==> config.mk <==
export PLATFORM = sky130hd
export DESIGN_NAME = baud_prescaler
export DESIGN_NICKNAME = d
export VERILOG_FILES = /design/src/rtl/baud_pkg.sv /design/src/rtl/baud_ref_ctrl.sv /design/src/rtl/baud_period_calc.sv /design/src/rtl/baud_frac_dp.sv /design/src/rtl/baud_prescaler.sv
export SDC_FILE = /design/constraint.sdc
export NUM_CORES = 1
export LEC_CHECK = 0
export ABC_CLOCK_PERIOD_IN_PS = 2900
export BUFFER_PORTS_ARGS = -buffer_cell sky130_fd_sc_hd__buf_2
export CORE_ASPECT_RATIO = 0.8
export CORE_UTILIZATION = 60
export CTS_BUF_LIST = sky130_fd_sc_hd__clkbuf_8
export DETAILED_ROUTE_END_ITERATION = 8
export PLACE_DENSITY = 0.87
export SLEW_MARGIN = 30
export SYNTH_ARGS = -nofsm -noshare
export SYNTH_HDL_FRONTEND = slang
export SYNTH_SLANG_ARGS = --single-unit
==> constraint.sdc <==
create_clock -name clk -period 2.9 [get_ports clk]
set_clock_uncertainty 0.15 [all_clocks]
set_input_delay 0.29 -clock clk [delete_from_list [all_inputs] [get_ports clk]]
set_output_delay 0.29 -clock clk [all_outputs]
set_load 0.01 [all_outputs]
==> src/rtl/baud_pkg.sv <==
`timescale 1ns/1ps
package baud_pkg;

  // Divisor decode: integer part 0, integer part 1, general fractional case
  typedef enum logic [1:0] {
    DIV_FAST = 2'd0,
    DIV_HALF = 2'd1,
    DIV_FRAC = 2'd2
  } div_mode_e;

  // Strobes from control to datapath
  typedef struct packed {
    logic refEn;    // reference tick this cycle
    logic load;     // period boundary: capture divisor, reload counter
    logic step;     // reference tick inside a period: count down
    logic tickReq;  // boundary that ends a running period
  } strobe_t;

endpackage

==> src/rtl/baud_ref_ctrl.sv <==
`timescale 1ns/1ps
module baud_ref_ctrl
  import baud_pkg::*;
#(
  parameter int REF_DIV = 16
) (
  input  logic    clk,
  input  logic    rstN,
  input  logic    remLast,
  input  logic    remIdle,
  output strobe_t strb
);

  localparam int REF_W = (REF_DIV > 2) ? $clog2(REF_DIV) : 1;
  localparam logic [REF_W-1:0] REF_LAST = REF_W'(REF_DIV - 1);
  localparam bit REF_POW2 = ((REF_DIV & (REF_DIV - 1)) == 0);

  logic [REF_W-1:0] refCnt;
  logic [REF_W-1:0] refCntNext;
  logic refEn;

  assign refEn = (refCnt == REF_LAST);

  generate
    if (REF_POW2) begin : g_wrapFree
      assign refCntNext = refCnt + 1'b1;
    end else begin : g_wrapCmp
      assign refCntNext = refEn ? '0 : refCnt + 1'b1;
    end
  endgenerate

  always_ff @(posedge clk or negedge rstN) begin
    if (!rstN) refCnt <= '0;
    else       refCnt <= refCntNext;
  end

  always_comb begin
    strb.refEn   = refEn;
    strb.load    = refEn && (remLast || remIdle);
    strb.tickReq = refEn && remLast;
    strb.step    = refEn && !(remLast || remIdle);
  end

  AST_REF_SPACING: assert property (@(posedge clk) disable iff (!rstN)
    strb.refEn |=> !strb.refEn);

  AST_TICK_NEEDS_LOAD: assert property (@(posedge clk) disable iff (!rstN)
    strb.tickReq |-> strb.load);

endmodule

==> src/rtl/baud_period_calc.sv <==
`timescale 1ns/1ps
module baud_period_calc
  import baud_pkg::*;
#(
  parameter int INT_W  = 14,
  parameter int FRAC_W = 3
) (
  input  logic [INT_W-1:0]  divInt,
  input  logic [FRAC_W-1:0] divFrac,
  input  logic [FRAC_W-1:0] accQ,
  output logic [INT_W:0]    lenNext,
  output logic [FRAC_W-1:0] accNext
);

  localparam int LEN_W = INT_W + 1;
  localparam logic [FRAC_W-1:0] FRAC_HALF = FRAC_W'(1) << (FRAC_W - 1);

  div_mode_e mode;
  logic [FRAC_W-1:0] effFrac;
  logic [FRAC_W:0] sum;
  logic [INT_W-1:0] baseInt;

  always_comb begin
    if (divInt == '0)                    mode = DIV_FAST;
    else if (divInt == INT_W'(1))        mode = DIV_HALF;
    else                                 mode = DIV_FRAC;

    case (mode)
      DIV_FAST: effFrac = '0;
      DIV_HALF: effFrac = FRAC_HALF;
      default:  effFrac = divFrac;
    endcase

    baseInt = (mode == DIV_FRAC) ? divInt : INT_W'(1);
    sum     = {1'b0, accQ} + {1'b0, effFrac};
    lenNext = {1'b0, baseInt} + {{(LEN_W-1){1'b0}}, sum[FRAC_W]};
    accNext = (mode == DIV_FAST) ? '0 : sum[FRAC_W-1:0];
  end

endmodule

==> src/rtl/baud_frac_dp.sv <==
`timescale 1ns/1ps
module baud_frac_dp
  import baud_pkg::*;
#(
  parameter int INT_W  = 14,
  parameter int FRAC_W = 3
) (
  input  logic              clk,
  input  logic              rstN,
  input  strobe_t           strb,
  input  logic [INT_W-1:0]  divInt,
  input  logic [FRAC_W-1:0] divFrac,
  output logic              remLast,
  output logic              remIdle,
  output logic              baudTick
);

  localparam int LEN_W = INT_W + 1;

  logic [LEN_W-1:0]  remCnt;
  logic [FRAC_W-1:0] accQ;
  logic [LEN_W-1:0]  lenNext;
  logic [FRAC_W-1:0] accNext;

  baud_period_calc #(
    .INT_W  (INT_W),
    .FRAC_W (FRAC_W)
  ) calc_i (
    .divInt  (divInt),
    .divFrac (divFrac),
    .accQ    (accQ),
    .lenNext (lenNext),
    .accNext (accNext)
  );

  assign remLast = (remCnt == LEN_W'(1));
  assign remIdle = (remCnt == '0);

  always_ff @(posedge clk or negedge rstN) begin
    if (!rstN) begin
      remCnt   <= '0;
      accQ     <= '0;
      baudTick <= 1'b0;
    end else begin
      baudTick <= strb.tickReq;
      if (strb.load) begin
        remCnt <= lenNext;
        accQ   <= accNext;
      end else if (strb.step) begin
        remCnt <= remCnt - 1'b1;
      end
    end
  end

  AST_TICK_SINGLE: assert property (@(posedge clk) disable iff (!rstN)
    baudTick |=> !baudTick);

  AST_TICK_AFTER_REF: assert property (@(posedge clk) disable iff (!rstN)
    baudTick |-> $past(strb.refEn));

  AST_HOLD_OFF_REF: assert property (@(posedge clk) disable iff (!rstN)
    !strb.refEn |=> $stable(remCnt) && $stable(accQ));

  AST_LOAD_NONZERO: assert property (@(posedge clk) disable iff (!rstN)
    strb.load |=> (remCnt != '0));

  AST_STEP_ABOVE_ONE: assert property (@(posedge clk) disable iff (!rstN)
    strb.step |-> (remCnt > LEN_W'(1)));

  AST_FAST_LEN: assert property (@(posedge clk) disable iff (!rstN)
    (strb.load && divInt == '0) |=> (remCnt == LEN_W'(1) && accQ == '0));

  AST_HALF_LEN: assert property (@(posedge clk) disable iff (!rstN)
    (strb.load && divInt == INT_W'(1)) |=> (remCnt == LEN_W'(1) || remCnt == LEN_W'(2)));

endmodule

==> src/rtl/baud_prescaler.sv <==
`timescale 1ns/1ps
module baud_prescaler
  import baud_pkg::*;
#(
  parameter int INT_W   = 14,
  parameter int FRAC_W  = 3,
  parameter int REF_DIV = 16
) (
  input  logic              clk,
  input  logic              rstN,
  input  logic [INT_W-1:0]  divInt,
  input  logic [FRAC_W-1:0] divFrac,
  output logic              baudTick
);

  strobe_t strb;
  logic remLast;
  logic remIdle;

  baud_ref_ctrl #(
    .REF_DIV (REF_DIV)
  ) ctrl_i (
    .clk     (clk),
    .rstN    (rstN),
    .remLast (remLast),
    .remIdle (remIdle),
    .strb    (strb)
  );

  baud_frac_dp #(
    .INT_W  (INT_W),
    .FRAC_W (FRAC_W)
  ) dp_i (
    .clk      (clk),
    .rstN     (rstN),
    .strb     (strb),
    .divInt   (divInt),
    .divFrac  (divFrac),
    .remLast  (remLast),
    .remIdle  (remIdle),
    .baudTick (baudTick)
  );

  AST_RESET_QUIET: assert property (@(posedge clk)
    !rstN |=> !baudTick);

endmodule

-- Word level (Yosys, flattened, before mapping)
Index checks and enable logic that the tools add are counted.
- bits in registers: 23
- latch bits: 0
- memory bits (writable): 0
- ROM bits: 0
- input bits: 19
- logic and storage cells: 29
- memories: 0
- add/subtract/negate cells: 4
- multiply operators: 0
- div/mod/pow operators: 0
- magnitude comparators: 0
- equal/unequal tests: 5
- shift-type cells: 0
- mux-type cells: 7
- bitwise logic cells: 0
- reduce and logical (&&, ||, !) cells: 9
- operators by type and width (kind ; count):
    15-bit two-way mux ; 2
    14-bit by 1-bit adder with 15-bit output ; 1
    15-bit by 1-bit equality test with 1-bit output, second input constant ; 1
    15-bit logical NOT ; 1
    15-bit by 1-bit subtractor with 15-bit output, second input constant ; 1
    14-bit by 1-bit equality test with 1-bit output, second input constant ; 1
    14-bit logical NOT ; 1
    14-bit two-way mux ; 1
    3-bit case mux with 2 select lines ; 1
    3-bit by 3-bit adder with 4-bit output ; 1
    4-bit by 1-bit adder with 4-bit output, second input constant ; 1
    4-bit equality test, second input constant ; 1
    2-bit two-way mux ; 2
    1-bit logical AND ; 3
    3-bit two-way mux ; 1
    2-bit by 1-bit equality test with 1-bit output, second input constant ; 1
    2-bit equality test, second input constant ; 1
    2-bit logical NOT ; 1
    2-bit nonzero test ; 1
    1-bit logical NOT ; 1
    1-bit logical OR ; 1

-- Logic depth before layout (Yosys ltp)
- word-level depth: 8
- depth in mapped cells: 15
- mapped depth without buffers: 14

-- Hierarchy
From an unflattened synthesis, not the netlist that was laid out.
- cells, all modules: 176
- area, all modules: 1647.8 µm²
- by module, submodules not included (module ; times used ; cells an instance ; area each (µm²) ; sequential area each (µm²)):
    baud_frac_dp ; 1 ; 100 ; 1012.2 ; 475.5
    baud_period_calc ; 1 ; 60 ; 456.7 ; 0.0
    baud_ref_ctrl ; 1 ; 16 ; 178.9 ; 100.1

-- Worst setup path after synthesis
OpenSTA, ideal clock, no wires.
- path kind: input to register
- start: input port divInt[1]
- end: register dp_i.remCnt[6]
- arrival: 2.683 ns
- data required time: 2.613 ns
- slack: -0.070 ns
- stages on the path: 15
- buffers on the path: 1
- cell sequence: nor4_1 -> nand4_1 -> nand2_1 -> inv_1 -> ha_1 -> a21o_1 -> a21o_1 -> ha_1 -> ha_1 -> and3_1 -> clkbuf_1 -> nand3_1 -> xor2_1 -> a22o_1 -> a22oi_1
- cells in the longest elaborated chain, start to end: 8
- elaborated cells on any way between the ends: 12
- RTL lines (element ; line ; RTL):
    from (decl) ; baud_prescaler.sv:11 ; input logic [INT_W-1:0] divInt,
    14-bit by 1-bit equality test with 1-bit output ; baud_period_calc.sv:25 ; else if (divInt == INT_W'(1)) mode = DIV_HALF;
    2-bit two-way mux ; baud_period_calc.sv:25 ;
    2-bit two-way mux ; baud_period_calc.sv:24 ; if (divInt == '0) mode = DIV_FAST;
    2-bit by 1-bit equality test with 1-bit output / 2-bit logical NOT (equally long branches) ; baud_period_calc.sv:28 ; case (mode)
    3-bit case mux with 2 select lines ; baud_period_calc.sv:28 ;
    3-bit by 3-bit adder with 4-bit output ; baud_period_calc.sv:35 ; sum = {1'b0, accQ} + {1'b0, effFrac};
    14-bit by 1-bit adder with 15-bit output * ; baud_period_calc.sv:36 ; lenNext = {1'b0, baseInt} + {{(LEN_W-1){1'b0}}, sum[FRAC_W]};
    15-bit two-way mux * ; baud_frac_dp.sv:46 ; if (strb.load) begin
    to (signal assigned) ; baud_frac_dp.sv:47 ; remCnt <= lenNext;
    to (signal assigned) ; baud_frac_dp.sv:50 ; remCnt <= remCnt - 1'b1;
    to (decl) ; baud_frac_dp.sv:20 ; logic [LEN_W-1:0] remCnt;
Every way passes the cells marked *; elsewhere a longest branch is shown, timed or not.
A chain may end at the register's enable or synchronous reset.

-- Worst setup path in the final report
- start: input port divInt[5]
- end: register dp_i.remCnt[6]
Same word-level chain as after synthesis.

==> impl_metrics.toml <==
[detailed_routing]
detail-route-antenna-nets = 0
drt-initial-drc-count = 158
vias_per_cell = 6.509
drt_wl_total_um = 4713
vias = 1725
dr.pass1.iters = 5
drc = 0
detail_route.wl_per_cell_um = 17.78

[clock_tree]
cts-root-buf = "clkbuf_8"
clkTransAtPathRegs_ns = 0.09
cts.path.max_buffers = 2
htree_num_levels = 1
insertion_delay_ns = 0.27
cts_tree = "yes"
cts.sinks = 23
cts_buffers = 3

[setup_path]
timing.rr.end = "dp_i.accQ[1]"
crit_arrival_ns = 2.96
cp-end-kind = "flip-flop"
cp.required_ns = 2.90
crit_fanout = 6
r2r-start = "dp_i.remCnt[9]"
reg2reg_setup_slack_ns = 0.35
critPathKind = "input port to flip-flop"
startpoint_type = "input port"
reg2reg_depth = 5

[logic_synthesis]
netlist_instances = 191
synthFlopType = "dfrtp_1"
syn_area_sq_um = 1644
synth_edf_count = 0
ys_warn_count = 0
ys_seq_area_share_pct = 35.01
synth_area_per_cell_sq_um = 8.608
postSynthNetCount = 219
synth_cell_types = 43
ys_ff_latch = 23
synth-async-reset-ratio_pct = 100.0

[die]
core_area_sq_um = 2522
fp-row-count = 16
io_pins = 20
die_w_um = 60.53
die_h_um = 48.82
dieArea_sq_um = 2955
start_util_pct = 65.18

[power]
p_leak_nw = 0.8992
switchingPower_uw = 163.4
clkPwrFrac_pct = 33.9
switching_share_pct = 26.12
p_int_uw = 462.0
p_seq_share_pct = 51.5
total_power_uw = 625.3
ir_worst_vdd_v = 0.0003854
power.density_nw_per_um2 = 308.5
combPwrFrac_pct = 14.7

[run]
max_cap_violations = 0

[status]
violations = "setup timing"
status = "complete, but fails checks"

[grt]
grt_pass1_vias = 1612
grt_use_total_pct = 33.37
overflow = 0
antenna_found_initial = 0
grt_pass1_wl_um = 7286
grt_max_degree = 24

[sta]
final.setup.tns_ns = -0.1716
max_freq_ghz = 0.3378
finalHoldViolations = 0
fin_ws_ns = -0.06045
fin_crit_ns = 2.960
period_share_pct = 102.1
slew_headroom_pct = 62.15
setup_viol = 3
tightest_slew_ns = 0.5626
finalMaxSlewViolations = 0
holdWs_ns = 0.2386

[finish]
final_area_sq_um = 2027
drive_gt1_share_pct = 26.20
fin_cells = 265
final_cell_mix = "dfrtp_1 (23), buf_4 (23), buf_2 (19), inv_1 (14), nor2_1 (13)"
area_growth_pct = 23.29
nFillCells = 155
n_antenna_cell = 0
nets = 258

[worst_hold_path]
hold_path_class = "input port to flip-flop"
min_path_cells = 3
min_from = "divInt[0]"
holdPathEnd = "dp_i.accQ[0]"

[place]
hpwl_um = 3213
placed_cell_area_sq_um = 1912
portBuffers = 19
place_inst = 257
place.gp.congestion = 0.8900
-- through the flow --
| stage | util (%) | setup WS (ns) |
|---|---|---|
| after detailed placement | 75.79 | -0.2750 |
| final | 80.36 | -0.06045 |
| after floorplan | - | 0.02694 |
| after global routing | 80.36 | -0.2599 |
| after global placement | 75.79 | -0.1481 |
| after CTS | 78.32 | 0.004069 |
-- power by group through the flow --
stage          Combinational [mW]  Sequential [mW]  Clock [mW]
2_1_floorplan              0.0271            0.328           0
3_3_place_gp               0.0732            0.328           0
3_5_place_dp               0.0793            0.328           0
4_1_cts                    0.0816            0.322       0.212
5_1_grt                    0.0987            0.322       0.229
6_report                   0.0917            0.322       0.212
-- worst max-delay path: stages --
cell	delay, ns
buf_2	0.11
nor4_2	0.32
nand4_1	0.22
buf_4	0.21
nand2_2	0.07
inv_1	0.04
ha_1	0.28
a21o_1	0.19
a21o_1	0.18
ha_2	0.21
ha_4	0.16
and3_4	0.17
nand3_1	0.12
xor2_1	0.19
a22o_1	0.15
a22oi_1	0.06
-- layer usage --
metal | wire [um] | part of all wire [%] | track usage [%]
met5 | 0 | 0 | 0
met2 | 2308 | 49 | 53.30
met1 | 1842 | 39 | 45.00
met4 | 181 | 3.8 | 10.98
met3 | 380 | 8.1 | 6.631
-- cell families (layout without fill, tap and decap cells) --
logic type | after synthesis | count (layout) | synth area share (%)
AND/OR/NAND/NOR | 75 | 75 | 25.34
AO/OA/AOI/OAI | 46 | 46 | 18.26
flip-flops | 23 | 23 | 35.01
buffers and inverters | 23 | 61 | 5.936
XOR/XNOR | 14 | 14 | 7.458
adder cells (fa/ha/maj) | 9 | 9 | 7.306
multiplexers | 1 | 1 | 0.6849
-- how the worst max path moves through the flow --
stage                     startpoint               to  slack [ns]  depth (start not counted)
final                      divInt[5]   dp_i.remCnt[6]       -0.06                         16
after detailed placement   divInt[6]  dp_i.remCnt[12]       -0.27                         15
after global placement     divInt[6]   dp_i.remCnt[6]       -0.15                         15
after global routing       divInt[5]  dp_i.remCnt[12]       -0.26                         16
after floorplan            divInt[6]   dp_i.remCnt[6]        0.03                         15
after CTS                  divInt[6]   dp_i.remCnt[6]       0.004                         13
-- area by class of cell --
cell class | count | area (sq um) | area share (%)
Clock buffer | 3 | 41.29 | 2.037
Clock inverter | 1 | 5.005 | 0.2469
Inverter | 14 | 52.55 | 2.593
Multi-Input combinational cell | 145 | 1030 | 50.80
Sequential cell | 23 | 575.6 | 28.40
Tap cell | 36 | 45.04 | 2.222
Timing Repair Buffer | 43 | 277.8 | 13.70
-- registers in the layout (all words and copies together) (netlist names) --
signal         flops
dp_i.baudTick      1
ctrl_i.refCnt      4
dp_i.remCnt       15
dp_i.accQ          3
-- timing repair --
| action | 4_1_cts | 5_1_grt |
|---|---|---|
| buffers inserted | 1 | 2 |
| hold buffers | 1 | 0 |
| endpoints found under the setup margin | 1 | 10 |
| pin swaps | 2 | 6 |
| gates resized for setup | 0 | 9 |
| hold endpoints to repair | 23 | 0 |
-- cells in the mapped netlist, types with 2 or more instances --
master	number	area [sq um]
dfrtp_1	23	575.6
inv_1	14	52.55
nor2_1	13	48.80
nor3_1	13	65.06
nand2_1	12	45.04
o21ai_0	11	55.05
a21oi_1	9	45.04
xnor2_1	9	78.83
ha_1	8	100.1
nand3_1	7	35.03
nand4_1	7	43.79
clkbuf_1	5	18.77
xor2_1	5	43.79
a211oi_1	4	30.03
and4_1	4	35.03
nor4_1	4	25.02
a22oi_1	3	22.52
and3_1	3	18.77
buf_2	3	15.01
or3_1	3	18.77
a21o_1	2	15.01
a31oi_1	2	12.51
a32o_1	2	20.02
and2_1	2	12.51
nand2b_1	2	12.51
o21a_1	2	15.01
o22a_1	2	17.52
o22ai_1	2	12.51
No activity file was read; power rests on OpenSTA's default activity.
